[src/rtl/gpio_pkg.sv]
package gpio_pkg;
  localparam int NUM_KINDS = 4;
  localparam int KIND_RISE = 0;
  localparam int KIND_FALL = 1;
  localparam int KIND_HIGH = 2;
  localparam int KIND_LOW  = 3;

  localparam int OFS_VAL  = 0;
  localparam int OFS_IEN  = 1;
  localparam int OFS_OEN  = 2;
  localparam int OFS_DOUT = 3;
  localparam int OFS_PUE  = 4;
  localparam int OFS_DRV  = 5;
  localparam int OFS_IE0  = 6;   // enable of kind k at OFS_IE0 + 2k, pending at +1
  localparam int OFS_FEN  = 14;
  localparam int OFS_FSEL = 15;
  localparam int OFS_INV  = 16;
endpackage

[src/rtl/gpio_in_sync.sv]
module gpio_in_sync #(
  parameter int W      = 32,
  parameter int STAGES = 2
) (
  input  logic         clk,
  input  logic         rst,
  input  logic [W-1:0] raw_in,
  output logic [W-1:0] sync_out
);
  logic [W-1:0] stage_q [STAGES];

  always_ff @(posedge clk) begin
    if (rst) stage_q[0] <= '0;
    else     stage_q[0] <= raw_in;
  end

  for (genvar s = 1; s < STAGES; s++) begin : g_stage
    always_ff @(posedge clk) begin
      if (rst) stage_q[s] <= '0;
      else     stage_q[s] <= stage_q[s-1];
    end
  end

  assign sync_out = stage_q[STAGES-1];
endmodule

[src/rtl/gpio_irq_unit.sv]
module gpio_irq_unit import gpio_pkg::*; #(
  parameter int W = 32
) (
  input  logic                        clk,
  input  logic                        rst,
  input  logic [W-1:0]                level,
  input  logic [W-1:0]                in_en,
  input  logic [NUM_KINDS-1:0][W-1:0] clr,
  output logic [NUM_KINDS-1:0][W-1:0] pend
);
  logic [W-1:0]                level_prev_q;
  logic [NUM_KINDS-1:0][W-1:0] hit;

  always_ff @(posedge clk) begin
    if (rst) level_prev_q <= '0;
    else     level_prev_q <= level;
  end

  always_comb begin
    hit[KIND_RISE] = in_en &  level & ~level_prev_q;
    hit[KIND_FALL] = in_en & ~level &  level_prev_q;
    hit[KIND_HIGH] = in_en &  level;
    hit[KIND_LOW]  = in_en & ~level;
  end

  for (genvar k = 0; k < NUM_KINDS; k++) begin : g_kind
    always_ff @(posedge clk) begin
      if (rst) pend[k] <= '0;
      else     pend[k] <= (pend[k] & ~clr[k]) | hit[k];
    end

    // a hardware set survives a same-cycle clear
    assert_set_wins_R8: assert property (@(posedge clk) disable iff (rst)
      (|hit[k]) |=> ((pend[k] & $past(hit[k])) == $past(hit[k])));

    // a clear without a concurrent set leaves the bit at zero
    assert_w1c_clears_R7: assert property (@(posedge clk) disable iff (rst)
      (|(clr[k] & ~hit[k])) |=> ((pend[k] & $past(clr[k] & ~hit[k])) == '0));
  end
endmodule

[src/rtl/gpio_pad_mux.sv]
module gpio_pad_mux #(
  parameter int W = 32
) (
  input  logic         clk,
  input  logic         rst,
  input  logic [W-1:0] sw_out,
  input  logic [W-1:0] sw_oe,
  input  logic [W-1:0] fn_en,
  input  logic [W-1:0] fn_sel,
  input  logic [W-1:0] invert,
  input  logic [W-1:0] f0_out,
  input  logic [W-1:0] f0_oe,
  input  logic [W-1:0] f1_out,
  input  logic [W-1:0] f1_oe,
  output logic [W-1:0] pad_out,
  output logic [W-1:0] pad_oe
);
  logic [W-1:0] chosen_out, chosen_oe;

  for (genvar p = 0; p < W; p++) begin : g_pin
    always_comb begin
      if (!fn_en[p]) begin
        chosen_out[p] = sw_out[p];
        chosen_oe[p]  = sw_oe[p];
      end else if (fn_sel[p]) begin
        chosen_out[p] = f1_out[p];
        chosen_oe[p]  = f1_oe[p];
      end else begin
        chosen_out[p] = f0_out[p];
        chosen_oe[p]  = f0_oe[p];
      end
    end
  end

  always_ff @(posedge clk) begin
    if (rst) begin
      pad_out <= '0;
      pad_oe  <= '0;
    end else begin
      pad_out <= chosen_out ^ invert;
      pad_oe  <= chosen_oe;
    end
  end

  // software-owned pins follow the output-enable register one cycle later
  assert_sw_oe_R11: assert property (@(posedge clk) disable iff (rst)
    1'b1 |=> ((pad_oe & ~$past(fn_en)) == ($past(sw_oe) & ~$past(fn_en))));
endmodule

[src/rtl/gpio_mux_ctrl.sv]
module gpio_mux_ctrl import gpio_pkg::*; #(
  parameter int NPINS  = 32,
  parameter int ADDR_W = 7
) (
  input  logic              clk,
  input  logic              rst,
  input  logic              bus_req,
  input  logic              bus_we,
  input  logic [ADDR_W-1:0] bus_addr,
  input  logic [NPINS-1:0]  bus_wdata,
  output logic [NPINS-1:0]  bus_rdata,
  output logic              bus_ready,
  input  logic [NPINS-1:0]  pad_in,
  output logic [NPINS-1:0]  pad_out,
  output logic [NPINS-1:0]  pad_oe,
  output logic [NPINS-1:0]  pull_en,
  output logic [NPINS-1:0]  drive_sel,
  input  logic [NPINS-1:0]  alt0_out,
  input  logic [NPINS-1:0]  alt0_oe,
  input  logic [NPINS-1:0]  alt1_out,
  input  logic [NPINS-1:0]  alt1_oe,
  output logic [NPINS-1:0]  irq
);
  localparam int IDX_W = ADDR_W - 2;

  logic [IDX_W-1:0] reg_idx;
  logic             aligned, wr_en;
  int               idx;

  assign reg_idx = bus_addr[ADDR_W-1:2];
  assign aligned = (bus_addr[1:0] == 2'b00);
  assign wr_en   = bus_req & bus_we & aligned;
  assign idx     = int'(reg_idx);

  logic [NPINS-1:0] ien_q, oen_q, dout_q, pue_q, drv_q, fen_q, fsel_q, inv_q;
  logic [NUM_KINDS-1:0][NPINS-1:0] ie_q, pend, clr;
  logic [NPINS-1:0] sync_lvl, value;

  gpio_in_sync #(.W(NPINS), .STAGES(2)) u_sync (
    .clk(clk), .rst(rst), .raw_in(pad_in), .sync_out(sync_lvl)
  );

  assign value = sync_lvl & ien_q;

  always_ff @(posedge clk) begin
    if (rst) begin
      ien_q  <= '0;
      oen_q  <= '0;
      dout_q <= '0;
      pue_q  <= '0;
      drv_q  <= '0;
      fen_q  <= '0;
      fsel_q <= '0;
      inv_q  <= '0;
    end else if (wr_en) begin
      case (idx)
        OFS_IEN:  ien_q  <= bus_wdata;
        OFS_OEN:  oen_q  <= bus_wdata;
        OFS_DOUT: dout_q <= bus_wdata;
        OFS_PUE:  pue_q  <= bus_wdata;
        OFS_DRV:  drv_q  <= bus_wdata;
        OFS_FEN:  fen_q  <= bus_wdata;
        OFS_FSEL: fsel_q <= bus_wdata;
        OFS_INV:  inv_q  <= bus_wdata;
        default: ;
      endcase
    end
  end

  for (genvar k = 0; k < NUM_KINDS; k++) begin : g_kind_regs
    localparam int IE_OFS = OFS_IE0 + 2 * k;
    always_ff @(posedge clk) begin
      if (rst)                        ie_q[k] <= '0;
      else if (wr_en && idx == IE_OFS) ie_q[k] <= bus_wdata;
    end
    assign clr[k] = (wr_en && idx == IE_OFS + 1) ? bus_wdata : '0;
  end

  gpio_irq_unit #(.W(NPINS)) u_irq (
    .clk(clk), .rst(rst), .level(sync_lvl), .in_en(ien_q), .clr(clr), .pend(pend)
  );

  always_comb begin
    irq = '0;
    for (int k = 0; k < NUM_KINDS; k++) irq |= pend[k] & ie_q[k];
  end

  gpio_pad_mux #(.W(NPINS)) u_pad (
    .clk(clk), .rst(rst),
    .sw_out(dout_q), .sw_oe(oen_q), .fn_en(fen_q), .fn_sel(fsel_q), .invert(inv_q),
    .f0_out(alt0_out), .f0_oe(alt0_oe), .f1_out(alt1_out), .f1_oe(alt1_oe),
    .pad_out(pad_out), .pad_oe(pad_oe)
  );

  assign pull_en   = pue_q;
  assign drive_sel = drv_q;

  logic [NPINS-1:0] rd_mux;
  always_comb begin
    rd_mux = '0;
    case (idx)
      OFS_VAL:  rd_mux = value;
      OFS_IEN:  rd_mux = ien_q;
      OFS_OEN:  rd_mux = oen_q;
      OFS_DOUT: rd_mux = dout_q;
      OFS_PUE:  rd_mux = pue_q;
      OFS_DRV:  rd_mux = drv_q;
      OFS_FEN:  rd_mux = fen_q;
      OFS_FSEL: rd_mux = fsel_q;
      OFS_INV:  rd_mux = inv_q;
      default: begin
        for (int k = 0; k < NUM_KINDS; k++) begin
          if (idx == OFS_IE0 + 2 * k)     rd_mux = ie_q[k];
          if (idx == OFS_IE0 + 2 * k + 1) rd_mux = pend[k];
        end
      end
    endcase
    if (!aligned) rd_mux = '0;
  end

  always_ff @(posedge clk) begin
    if (rst) begin
      bus_rdata <= '0;
      bus_ready <= 1'b0;
    end else begin
      bus_ready <= bus_req;
      if (bus_req && !bus_we) bus_rdata <= rd_mux;
    end
  end

  // every request is answered on the following cycle
  assert_ready_follows_R3: assert property (@(posedge clk) disable iff (rst)
    bus_req |=> bus_ready);
  // no response without a request
  assert_no_spurious_ready_R3: assert property (@(posedge clk) disable iff (rst)
    !bus_req |=> !bus_ready);
endmodule

[config.mk]
export PLATFORM = sky130hd
export DESIGN_NAME = gpio_mux_ctrl
export DESIGN_NICKNAME = d
export VERILOG_FILES = /design/src/rtl/gpio_pkg.sv /design/src/rtl/gpio_in_sync.sv /design/src/rtl/gpio_irq_unit.sv /design/src/rtl/gpio_pad_mux.sv /design/src/rtl/gpio_mux_ctrl.sv
export SDC_FILE = /design/constraint.sdc
export NUM_CORES = 2
export LEC_CHECK = 0
export ABC_AREA = 1
export CAP_MARGIN = 15
export CORE_AREA = 4 4 233 281
export DETAILED_ROUTE_END_ITERATION = 10
export DIE_AREA = 0 0 237 285
export GPL_ROUTABILITY_DRIVEN = 0
export PLACE_DENSITY = 0.75
export SKIP_LAST_GASP = 1
export SYNTH_ARGS = -nofsm -noshare
export SYNTH_HDL_FRONTEND = slang
export SYNTH_HIERARCHICAL = 1
export SYNTH_SLANG_ARGS = --single-unit
[constraint.sdc]
create_clock -name clk -period 2 [get_ports clk]
set_input_delay 0.4 -clock clk [delete_from_list [all_inputs] [get_ports clk]]
set_output_delay 0.4 -clock clk [all_outputs]
set_load 0.05 [all_outputs]
==> flow_summary.yaml <==
clock_network:
  clkSinkCount: 705
  cts_root_buf: "clkbuf_16"
  h-tree-depth: 3
  cts_tree: "yes"
  cts_buffers: 71
  clk_pin_slew_ns: 0.06
  clk_latency_ns: 0.61
  clockBufferDepth: 3
yosys:
  synth_seq_cells: 705
  netlist_instances: 4341
  synth_top_cell_area_share_pct: 45.3
  yosysWarnings: 6
  post-synth-top-area-cell: "dfxtp_1"
  yosys-top-cells-area: "dfxtp_1 (45%), nand2_1 (12%), nor2_1 (9.8%), a211oi_1 (9.1%), inv_1 (5.5%)"
  yosys.cell_types.count: 28
  ys.flop_type: "dfxtp_1"
  synth_nets: 4544
  syn_area_mm2: 0.0312
  async_reset_ff_share_pct: 0
  synth_most_common_cell: "nand2_1"
  ys_seq_area_share_pct: 45.3
  avgSynthCellArea_um2: 7.18
  synth_common_cells: "nand2_1 (1,010), nor2_1 (811), dfxtp_1 (705)"
  synth_edf_count: 0
pwr:
  p_int_w: 0.0229
  pwr_density_cell_mw_per_mm2: 753
  combPwrFrac_pct: 6.4
  peakVddDrop_mv: 0.602
  leakagePower_nw: 15.2
  netSwitchingFraction_pct: 22.9
  p_seq_share_pct: 47.8
  power.clock.fraction_pct: 45.8
  p_sw_w: 0.00683
sta:
  clock_skew_ns: 0.0135
  fin_crit_ns: 1.99
  final.setup.tns_ns: 0
  timing.final.crit_share_pct: 99.6
  hold_viol_final: 0
  relSlewSlack_pct: 46.7
  setup_viol: 0
  holdWs_ns: 0.269
  drv_slew: 0
  tightest_slew_ns: 0.798
  rsz0062_at_grt: "true"
  timing.fmax_mhz: 502
worst_setup_path:
  r2r-start: "dout_q[10]"
  crit_type: "flop to output port"
  cp.required_ns: 1.60
  cp_max_fo: 3
  rr_worst_depth: 8
  critPathCapture: "irq[18]"
  r2r_setup_slack_ns: 0.57
  crit_path_end_kind: "output port"
  crit_start: "u_irq/pend[114]"
  cp.arrival_ns: 1.59
  worstSetupStartpointType: "flop"
  r2r_end: "bus_rdata[10]"
hold_path:
  hold_path.class: "input port to flop"
cells_and_area:
  drive_gt1_share_pct: 11.7
  stdcell_area_mm2: 0.0396
  largest_registers: "ie_q: 128 flops, u_irq/pend: 128 flops, u_sync/stage_q: 64 flops"
  area_growth_pct: 27.0
  final_cells: 5635
  multi_input_area_mm2: 0.0141
  finalNetCount: 4969
  nFillCells: 5510
  fin_util_pct: 63.0
  seqCellArea_mm2: 0.0141
detailed_routing:
  firstDrtPassIters: 6
  drc: 0
  drt_wl_total_um: 110000
  first_iter_violations: 3529
  ant_nets: 0
  vias: 30900
  wl_per_cell_um: 19.5
  viasPerCell: 5.48
floorplan:
  dieArea_mm2: 0.0675
  num_io_pins: 396
  core_area_mm2: 0.0628
  start_util_pct: 49.6
  die_w_um: 237
  num_rows: 101
  die_y_um: 285
place:
  dp_hpwl_um: 78400
  place_area_mm2: 0.0372
  dp_cells: 5515
  port_buffers: 395
grt:
  grt_pass1_vias: 28200
  antenna_found_initial: 2
  grtUsageTotal_pct: 31.0
  grt_pass1_wl_um: 166000
  grt_overflow: 0
  grt_max_degree: 115
status:
  status: "finished, final reports clean"
run:
  drv_cap: 0
placed cells by master, fill, tap and decap left out, types with 2 or more instances in the layout:
master           synthesis  routed
nor3_1                  13      13
o2111ai_1               27      27
inv_2                   14      12
or2_2                    4       4
clkdlybuf4s15_1          0       2
dlymetal6s2s_1           0       3
nand3_2                  2       2
clkbuf_8                 0      13
clkdlybuf4s50_1          0     196
nand4_1                105     105
dlygate4sd2_1            0      93
a211oi_2                 6       6
clkbuf_16                0      74
a21oi_2                 70      70
nor2_4                  13      20
nand2_2                  2       5
dfxtp_2                  0       4
or2_1                   32      32
inv_6                    0       2
a211oi_1               378     378
buf_4                    2     234
clkinv_2                 0       9
buf_12                   0      77
inv_4                    0       2
o211ai_1                32      32
bufinv_16                0       7
inv_1                  460     460
o21bai_1                 3       3
nand3_1                224     223
a31oi_1                  5       5
nand2_1               1010    1007
nor2_1                 811     797
nor2_2                   6      13
a21oi_1                162     162
clkbuf_1               143      10
clkinvlp_4               0       2
dfxtp_1                705     701
metrics by stage:
step                      worst slack, ns  total power [W]
after floorplan                     0.160           0.0154
after global placement             -0.687           0.0164
after CTS                         -0.0165           0.0299
after detailed placement           -0.687           0.0164
final                             0.00868           0.0298
after global routing              -0.0210           0.0306
area by class of cell:
type	instances	area share (%)
Clock inverter	21	0.750
Antenna cell	1	0.00633
Tap cell	824	2.61
Timing Repair Buffer	608	15.6
Sequential cell	705	35.7
Inverter	474	4.51
Multi-Input combinational cell	2906	35.6
Clock buffer	96	5.17
metal layers:
metal  part of all wire (%)  track usage (%)  wire length, um  up-vias
li1                       -                -                -    15000
met1                     42             42.4            45700    14000
met2                     45             48.6            49100     1576
met3                    9.2             4.67            10100      287
met4                    4.6             13.7             5000        0
met5                      0                0                0        -
worst max-delay path, stage by stage (launching register included):
cell     delay [ns]
dfxtp_2        0.34
nand2_2        0.06
nand4_1        0.31
buf_12         0.27
repair_timing:
item | in CTS | in global routing
gates resized for setup | 102 | 22
pin swaps | 1 | 5
hold buffers | 0 | 0
buffers inserted | 0 | 1
endpoints found under the setup margin | 99 | 43
cloned | 0 | 1
kinds of logic (layout without fill, tap and decap cells):
kind of cell	count (synthesis)	count (layout)	synth area share, %
and+or+nand+nor	2223	2223	29.3
buffers and inverters	730	1199	9.74
DFF	705	705	45.3
AOI/OAI and AO/OA	683	683	15.6
other	0	1	0
power by group through the flow:
stage	clock [W]	combinational, W	sequential (W)
2_1_floorplan	0	0.000819	0.0146
3_3_place_gp	0	0.00185	0.0145
3_5_place_dp	0	0.00185	0.0145
4_1_cts	0.0138	0.00186	0.0142
5_1_grt	0.0144	0.00201	0.0142
6_report	0.0136	0.00190	0.0142
how the worst min path moves through the flow:
stage,slack (ns),end,cells past startpoint,start
detailed placement,0.39,u_sync/stage_q[1][17],2,u_sync/stage_q[0][17]
CTS,0.22,u_irq/pend[81],3,rst
finish,0.27,u_irq/pend[81],3,rst
floorplan,0.39,u_sync/stage_q[1][0],2,u_sync/stage_q[0][0]
global route,0.26,u_irq/pend[81],3,rst
global placement,0.39,u_sync/stage_q[1][16],2,u_sync/stage_q[0][16]
(Power assumes the default switching activity.)
